==> src/rtl/regseq_pkg.sv <==
package regseq_pkg;

    typedef enum logic [2:0] {
        S_IDLE,
        S_FETCH,
        S_CAPT,
        S_RD,
        S_WR,
        S_ADV
    } exec_state_e;

    typedef enum logic [2:0] {
        T_HDR,
        T_ADDR,
        T_MASK,
        T_VAL,
        T_DATA
    } load_tgt_e;

    typedef enum logic [1:0] {
        K_SKIP,
        K_RMW,
        K_BURST
    } cmd_kind_e;

    localparam int unsigned CMD_RMW   = 1;
    localparam int unsigned CMD_BURST = 2;

endpackage

==> src/rtl/regseq_decode.sv <==
module regseq_decode
    import regseq_pkg::*;
#(
    parameter int TYPE_W    = 11,
    parameter int LEN_W     = 5,
    parameter int RMW_MAX   = 5,
    parameter int BURST_MAX = 14,
    parameter int RMW_WORDS = 3,
    parameter int CNT_W     = 4,
    localparam int HDR_W    = TYPE_W + LEN_W
) (
    input  logic [HDR_W-1:0] hdr,
    output cmd_kind_e        kind,
    output logic [CNT_W-1:0] count
);

    logic [TYPE_W-1:0] ctype;
    logic [LEN_W-1:0]  len;
    logic [LEN_W-1:0]  rmw_n;
    logic [LEN_W-1:0]  burst_n;

    always_comb begin
        ctype   = hdr[TYPE_W-1:0];
        len     = hdr[TYPE_W +: LEN_W];
        rmw_n   = len / LEN_W'(RMW_WORDS);
        burst_n = (len == '0) ? '0 : len - 1'b1;
        kind    = K_SKIP;
        count   = '0;
        if (ctype == TYPE_W'(CMD_RMW)) begin
            kind  = K_RMW;
            count = (rmw_n > LEN_W'(RMW_MAX)) ? CNT_W'(RMW_MAX) : CNT_W'(rmw_n);
        end else if (ctype == TYPE_W'(CMD_BURST)) begin
            kind  = K_BURST;
            count = (burst_n > LEN_W'(BURST_MAX)) ? CNT_W'(BURST_MAX) : CNT_W'(burst_n);
        end
        if (count == '0) begin
            kind = K_SKIP;
        end
    end

endmodule

==> src/rtl/regseq_merge.sv <==
module regseq_merge #(
    parameter int DW = 32
) (
    input  logic [DW-1:0] rd_data,
    input  logic [DW-1:0] mask,
    input  logic [DW-1:0] value,
    output logic [DW-1:0] merged,
    output logic          mask_full
);

    for (genvar i = 0; i < DW; i++) begin : g_bit
        assign merged[i] = mask[i] ? value[i] : rd_data[i];
    end

    assign mask_full = &mask;

endmodule

==> src/rtl/regseq_exec.sv <==
module regseq_exec
    import regseq_pkg::*;
#(
    parameter int SLOTS      = 16,
    parameter int SLOT_WORDS = 16,
    parameter int AW         = 32,
    parameter int DW         = 32,
    parameter int TYPE_W     = 11,
    parameter int LEN_W      = 5,
    parameter int RMW_MAX    = 5,
    parameter int BURST_MAX  = 14,
    localparam int PTR_W     = $clog2(SLOTS),
    localparam int WIDX_W    = $clog2(SLOT_WORDS),
    localparam int MEM_AW    = PTR_W + WIDX_W,
    localparam int CNT_W     = $clog2(BURST_MAX + 1),
    localparam int HDR_W     = TYPE_W + LEN_W
) (
    input  logic              clk,
    input  logic              rst_n,
    input  logic [PTR_W-1:0]  ring_wr_ptr,
    output logic [PTR_W-1:0]  ring_rd_ptr,
    output logic              mem_rd_en,
    output logic [MEM_AW-1:0] mem_addr,
    input  logic [DW-1:0]     mem_rdata,
    output logic              bus_rd,
    output logic              bus_wr,
    output logic [AW-1:0]     bus_addr,
    output logic [DW-1:0]     bus_wdata,
    input  logic [DW-1:0]     bus_rdata,
    input  logic              bus_ready
);

    typedef struct packed {
        exec_state_e        st;
        load_tgt_e          tgt;
        logic [PTR_W-1:0]   rdptr;
        logic [WIDX_W-1:0]  widx;
        logic [CNT_W-1:0]   remain;
        logic               burst;
        logic [AW-1:0]      addr;
        logic [DW-1:0]      mask;
        logic [DW-1:0]      val;
        logic [DW-1:0]      wdata;
    } core_t;

    localparam core_t CORE_RST = '{
        st:     S_IDLE,
        tgt:    T_HDR,
        rdptr:  '0,
        widx:   '0,
        remain: '0,
        burst:  1'b0,
        addr:   '0,
        mask:   '0,
        val:    '0,
        wdata:  '0
    };

    core_t core_d;
    core_t core_q;

    cmd_kind_e        dec_kind;
    logic [CNT_W-1:0] dec_count;
    logic [DW-1:0]    merged;
    logic             mask_full;

    regseq_decode #(
        .TYPE_W    (TYPE_W),
        .LEN_W     (LEN_W),
        .RMW_MAX   (RMW_MAX),
        .BURST_MAX (BURST_MAX),
        .RMW_WORDS (3),
        .CNT_W     (CNT_W)
    ) u_decode (
        .hdr   (mem_rdata[HDR_W-1:0]),
        .kind  (dec_kind),
        .count (dec_count)
    );

    regseq_merge #(
        .DW (DW)
    ) u_merge (
        .rd_data   (bus_rdata),
        .mask      (core_q.mask),
        .value     (core_q.val),
        .merged    (merged),
        .mask_full (mask_full)
    );

    always_comb begin
        core_d    = core_q;
        mem_rd_en = 1'b0;
        mem_addr  = {core_q.rdptr, core_q.widx};
        bus_rd    = (core_q.st == S_RD);
        bus_wr    = (core_q.st == S_WR);
        bus_addr  = core_q.addr;
        bus_wdata = core_q.wdata;

        case (core_q.st)
            S_IDLE: begin
                if (core_q.rdptr != ring_wr_ptr) begin
                    core_d.widx = '0;
                    core_d.tgt  = T_HDR;
                    core_d.st   = S_FETCH;
                end
            end
            S_FETCH: begin
                mem_rd_en = 1'b1;
                core_d.st = S_CAPT;
            end
            S_CAPT: begin
                core_d.widx = core_q.widx + 1'b1;
                core_d.st   = S_FETCH;
                case (core_q.tgt)
                    T_HDR: begin
                        core_d.remain = dec_count;
                        core_d.burst  = (dec_kind == K_BURST);
                        core_d.tgt    = T_ADDR;
                        if (dec_kind == K_SKIP) begin
                            core_d.st = S_ADV;
                        end
                    end
                    T_ADDR: begin
                        core_d.addr = mem_rdata;
                        core_d.tgt  = core_q.burst ? T_DATA : T_MASK;
                    end
                    T_MASK: begin
                        core_d.mask = mem_rdata;
                        core_d.tgt  = T_VAL;
                    end
                    T_VAL: begin
                        core_d.val   = mem_rdata;
                        core_d.wdata = mem_rdata;
                        core_d.st    = mask_full ? S_WR : S_RD;
                    end
                    T_DATA: begin
                        core_d.wdata = mem_rdata;
                        core_d.st    = S_WR;
                    end
                    default: begin
                        core_d.st = S_ADV;
                    end
                endcase
            end
            S_RD: begin
                if (bus_ready) begin
                    core_d.wdata = merged;
                    core_d.st    = S_WR;
                end
            end
            S_WR: begin
                if (bus_ready) begin
                    core_d.remain = core_q.remain - 1'b1;
                    if (core_q.remain == CNT_W'(1)) begin
                        core_d.st = S_ADV;
                    end else begin
                        core_d.st  = S_FETCH;
                        core_d.tgt = core_q.burst ? T_DATA : T_ADDR;
                    end
                end
            end
            S_ADV: begin
                core_d.rdptr = core_q.rdptr + 1'b1;
                core_d.st    = S_IDLE;
            end
            default: begin
                core_d.st = S_IDLE;
            end
        endcase
    end

    always_ff @(posedge clk) begin
        if (!rst_n) begin
            core_q <= CORE_RST;
        end else begin
            core_q <= core_d;
        end
    end

    assign ring_rd_ptr = core_q.rdptr;

endmodule

==> config.mk <==
export PLATFORM = sky130hd
export DESIGN_NAME = regseq_exec
export DESIGN_NICKNAME = d
export VERILOG_FILES = /design/src/rtl/regseq_pkg.sv /design/src/rtl/regseq_decode.sv /design/src/rtl/regseq_merge.sv /design/src/rtl/regseq_exec.sv
export SDC_FILE = /design/constraint.sdc
export NUM_CORES = 1
export LEC_CHECK = 0
export BUFFER_PORTS_ARGS = -buffer_cell sky130_fd_sc_hd__buf_4
export CAP_MARGIN = 0
export CORE_ASPECT_RATIO = 0.8
export CORE_UTILIZATION = 40
export CTS_CLUSTER_DIAMETER = 100
export CTS_CLUSTER_SIZE = 20
export DETAILED_ROUTE_END_ITERATION = 10
export HOLD_SLACK_MARGIN = 0.08
export SYNTH_ARGS = -nofsm -noshare
export SYNTH_HDL_FRONTEND = slang
export SYNTH_SLANG_ARGS = --single-unit
==> constraint.sdc <==
create_clock -name clk -period 2.8 [get_ports clk]
set_input_delay 0.14 -clock clk [delete_from_list [all_inputs] [get_ports clk]]
set_output_delay 0.14 -clock clk [all_outputs]
set_load 0.005 [all_outputs]
Yosys cells after proc, flatten, opt, wreduce, memory -nomap -nowiden
Cells that the tools add are included.
W data, S select, Z words.

operators by class
  add/sub/neg operators = 4
  divide/modulo/power cells = 1
  magnitude comparators = 2
  equal/unequal tests = 21
  muxes and demuxes = 62
  reduce and logical (&&, ||, !) cells = 21

operator list
  kind                   number
  $mux W32               2
  $pmux W32 S2           1
  $mux W1                33
  $reduce_and A32 Y1     1
  $mux W4                6
  $mux W3                7
  $pmux W3 S3            2
  $pmux W4 S2            2
  $pmux W3 S5            1
  $eq A3 B2 Y1 const B   4
  $mux W6                2
  $pmux W3 S4            1
  $eq A11 B1 Y1 const B  1
  $eq A11 B2 Y1 const B  1
  $mux W5                2
  $reduce_and A2 Y1      5
  $eq A3 B3 Y1 const B   3
  $reduce_and A3 Y1      3
  $add A4 B1 Y4 const B  2
  $eq A3 B1 Y1 const B   2
  $logic_not A3 Y1       2
  $mux W2                3
  $ne A2 B1 Y1 const B   3
  $ne A2 B2 Y1 const B   3
  16 further kinds       19

word-level totals
  bits in registers = 147
  bits of input ports = 71
  word-level logic and storage cells = 121

Longest topological paths before layout
  depth after elaboration = 12
  gate-level depth with buffers = 12

Hierarchy
A second synthesis with hierarchy kept.

second synthesis, totals
  cell total of the unflattened synthesis = 963
  area total of the unflattened synthesis = 7658.6 µm²

modules (own cells, without submodules)
  module         instances  cells each  area each (µm²)
  regseq_exec    1          821         6597.6
  regseq_decode  1          99          631.9
  regseq_merge   1          43          429.2

Worst setup path after synthesis
Ideal clock, no wire load.

  path type = in2reg
  from = in mem_rdata[15]
  to = reg core_q[128] in the netlist's numbering
  setup time = 0.121 ns
  arrival time = 2.501 ns
  data required time = 2.679 ns
  path slack = 0.178 ns
  stages on the path = 12
  buffers on the path = 2
  cells stage by stage = clkbuf_8 clkbuf_1 nand2b_1 nand3_1 o21ai_0 ha_1 or3b_2 a2111oi_0 nor4_2 a41o_1 a311oi_1 o31ai_2

between the ends
  longest elaborated chain between the ends = 9
  elaborated cells on any way between the ends = 13

RTL lines
  element                                                                RTL line             RTL
  start, declared                                                        regseq_exec.sv:24    input logic [DW-1:0] mem_rdata,
  parallel branches: the longest is 5 deep, another holds $div A5 B2 Y5  n/a
  $mux W4 *                                                              regseq_decode.sv:29  if (ctype == TYPE_W'(CMD_RMW)) begin
  $logic_not A4 Y1 *                                                     regseq_decode.sv:36  if (count == '0) begin
  $mux W2 *                                                              regseq_decode.sv:36
  $eq A2 B2 Y1 *                                                         regseq_exec.sv:117   core_d.burst = (dec_kind == K_BURST);
  end signal, assigned                                                   regseq_exec.sv:176   core_q <= core_d;
  end, declared                                                          regseq_exec.sv:60    core_t core_q;

Every way passes the cells marked *.
A chain may end at the register's enable or synchronous reset.

Worst setup path after layout
  from = in mem_rdata[14]
  to = reg core_q[128] in the netlist's numbering

Same word-level chain as after synthesis.

==> flow_summary.yaml <==
routing:
  routed_wl_um: 19900
  ant_nets: 0
  detail_route.iter0.violations: 477
  detail_route.wl_per_cell_um: 15.7
  via_count: 6390
  drc_errors: 0
  dr.pass1.iters: 5
  vias_per_cell: 5.02
clock_tree:
  post_cts_buffers: 0
  cts_max_path_buffers: 2
  htreeDepth: 4
  tritoncts: "built"
  cts_made_buffers: 17
  path_clk_slew_ns: 0.06
  clock-sinks: 147
  root_buffer: "clkbuf_16"
  clk_latency_ns: 0.42
hold_path:
  min_from: "mem_rdata[13]"
  hold_depth: 3
  hp-class: "primary input to register"
  min_to: "core_q[77]$_SDFFE_PN0P_"
place:
  dp.final_hpwl_um: 13500
  port_buffers: 149
  routabilityCongestion: 0.771
worst_setup_path:
  path_cells: "dlygate4sd3_1, buf_4, nand2b_1, nand3_1, o21ai_0, ha_1, or3b_2, a2111oi_2, nor4_2, a41o_1, a311oi_2, o31ai_2"
  arrival_ns: 2.91
  crit_buf_inv: 2
  cp.required_ns: 3.11
  start_kind: "primary input"
  slowest_stage: "dlygate4sd3_1"
  timing.rr.end: "bus_wdata[10]$_SDFFE_PN0P_"
  ff2ff_path_depth: 7
  cpLargestDelayFamily: "compound AO/OA/AOI/OAI gates"
  crit_type: "primary input to register"
  rrSetupSlack_ns: 0.64
  max_stage_delay_ns: 0.53
  end_kind: "register"
  r2r_start: "core_q[146]$_SDFFE_PN0P_"
  critPathMaxFanout: 16
finish:
  nNetsFinal: 1086
  layout-drive-gt1-share: 0.214
  n_antenna_cell: 0
  final_common_cell: "nand2_1"
  syn2layout_area_growth_pct: 23.9
  final_cell_mix: "213 x nand2_1, 164 x buf_4, 147 x dfxtp_1, 98 x a21boi_0, 49 x nor2_1"
  n_fill_cell: 1764
power:
  leakagePower_nw: 3.45
  seqPwrFrac: 0.417
  peakVddDrop_mv: 0.447
  pwr-share-comb: 0.113
  p_int_mw: 3.97
  p_per_area_nw_per_um2: 562
  clock_power_share: 0.471
  switchingPower_mw: 1.25
  switching_share: 0.240
grt:
  grt.total_usage: 0.212
  grt_pass1_vias: 5968
  grt_overflow: 0
  antenna_found_initial: 0
  grt_start_max_net_pins: 120
  grt_pass1_wl_um: 32100
timing:
  whs_ns: 0.102
  fin_setup_tns_ns: 0
  final.min_clock_period_ns: 2.60
  max_slew.worst_pin.slew_ns: 0.796
  finalHoldViolCount: 0
  rsz0062_at_grt: "no"
  post-route-period-util: 0.929
  fmax_mhz: 384
  finalSetupViolCount: 0
  clock_skew_ns: 0.0129
  drv_slew: 0
  slew_headroom: 0.470
run:
  max_cap_violations: 0
synth:
  syn_inst: 925
  synth_enable_flop_cells: 0
  yosysWarnings: 0
  ys_seq_area_frac: 0.392
  ys_ff_latch: 147
  syn-cell-area_sq_um: 7500
  syn_nets: 1004
  ys.flop_type: "dfxtp_1"
  avgSynthCellArea_sq_um: 8.11
  synth_cell_type_count: 60
  async_reset_ff_frac: 0
floorplan:
  row_count: 44
  initial_core_util: 0.411
  io_pins: 150
  dieArea_sq_um: 19300
  dieWidth_um: 155
  design.core.area_sq_um: 18200
  die_y_um: 124
outcome:
  status: "complete, no violations"
-- power by group through the flow --
stage	sequential (mW)	combinational, mW	clock (mW)
global placement	2.22	0.551	0
finish	2.18	0.589	2.46
detailed placement	2.22	0.551	0
floorplan	2.20	0.350	0
global route	2.18	0.650	2.60
CTS	2.18	0.587	2.51
-- cell usage after synthesis, types with 2 or more instances --
cell type | number | share of area
o31ai_1 | 2 | 0.0020
nand2b_1 | 10 | 0.0083
a211oi_1 | 34 | 0.034
nor3b_1 | 6 | 0.0060
o211a_1 | 3 | 0.0040
a221oi_1 | 2 | 0.0023
or2_2 | 2 | 0.0017
or4_4 | 2 | 0.0030
xnor2_1 | 7 | 0.0082
nand4_1 | 12 | 0.010
dfxtp_1 | 147 | 0.39
or2b_2 | 2 | 0.0023
ha_1 | 8 | 0.013
nor2b_1 | 41 | 0.034
clkbuf_1 | 55 | 0.028
nor2_1 | 49 | 0.025
a21oi_1 | 42 | 0.028
and2b_1 | 2 | 0.0020
nor3_1 | 8 | 0.0053
a31oi_1 | 2 | 0.0017
a2111oi_0 | 2 | 0.0023
inv_1 | 5 | 0.0025
nand3_1 | 9 | 0.0060
xor2_1 | 2 | 0.0023
buf_4 | 76 | 0.076
nor4_1 | 3 | 0.0025
a21boi_0 | 98 | 0.098
and2_1 | 5 | 0.0042
nand3b_1 | 2 | 0.0020
o21ai_0 | 11 | 0.0073
mux2i_1 | 33 | 0.044
and3_1 | 2 | 0.0017
nand2_1 | 213 | 0.11
o211ai_1 | 2 | 0.0020
-- worst reg2reg max path, delay by kind of cell, from the launching register on --
family                 cells  cell delay [ns]
buffers and inverters      1             0.25
AO/OA/AOI/OAI              2             0.29
AND/OR/NAND/NOR            4             1.13
flip-flops                 1             0.42
-- metrics by stage --
stage	utilization	setup slack, ns	instance area [sq um]	instances	power [mW]
2_1_floorplan	-	0.178	7500	925	2.55
3_3_place_gp	0.457	0.242	8340	1211	2.77
3_5_place_dp	0.457	0.176	8340	1211	2.77
4_1_cts	0.509	0.0650	9270	1273	5.28
5_1_grt	0.510	0.0175	9290	1273	5.43
6_report	0.510	0.198	9290	1273	5.22
-- routing by layer --
layer,vias up,GRT usage,wire length [um]
met5,-,0,0
met4,0,0.0617,187
met3,15,0.0435,1090
met2,163,0.337,8890
met1,2985,0.289,9790
li1,3227,-,-
-- cell families after synthesis --
logic type,Yosys count,share of synthesized area
simple gates,375,0.229
compound gates,212,0.198
flops,147,0.392
buf+inv,140,0.110
mux,34,0.0456
xor+xnor,9,0.0105
fa+ha+maj,8,0.0133
-- timing repair --
action,in CTS,in global routing
hold buffers,30,0
resized for setup,0,5
endpoints found under the setup margin,0,3
endpoints found under the hold margin,88,0
-- area by class of cell --
type                            count  area, sq um  share of cell area
Multi-Input combinational cell    638         3770               0.405
Sequential cell                   147         2940               0.317
Timing Repair Buffer              198         1610               0.173
Inverter                            5         18.8             0.00202
Clock inverter                     11          176              0.0190
Clock buffer                       21          460              0.0495
Tap cell                          253          317              0.0341
-- registers in the layout (all words and copies together) (netlist names) --
signal	count
mem_addr	4
ring_rd_ptr	4
core_q	75
bus_wdata	32
bus_addr	32
-- worst max path at each step --
stage	startpoint	endpoint	slack (ns)	depth (start not counted)
final	mem_rdata[14]	core_q[128]$_SDFFE_PN0P_	0.20	12
after global routing	mem_rdata[14]	core_q[129]$_SDFFE_PN0P_	0.02	12
after CTS	mem_rdata[14]	core_q[128]$_SDFFE_PN0P_	0.06	12
after detailed placement	mem_rdata[14]	core_q[128]$_SDFFE_PN0P_	0.18	11
after global placement	mem_rdata[14]	core_q[128]$_SDFFE_PN0P_	0.24	11
after floorplan	mem_rdata[15]	core_q[128]$_SDFFE_PN0P_	0.18	12
(Power assumes the default switching activity.)
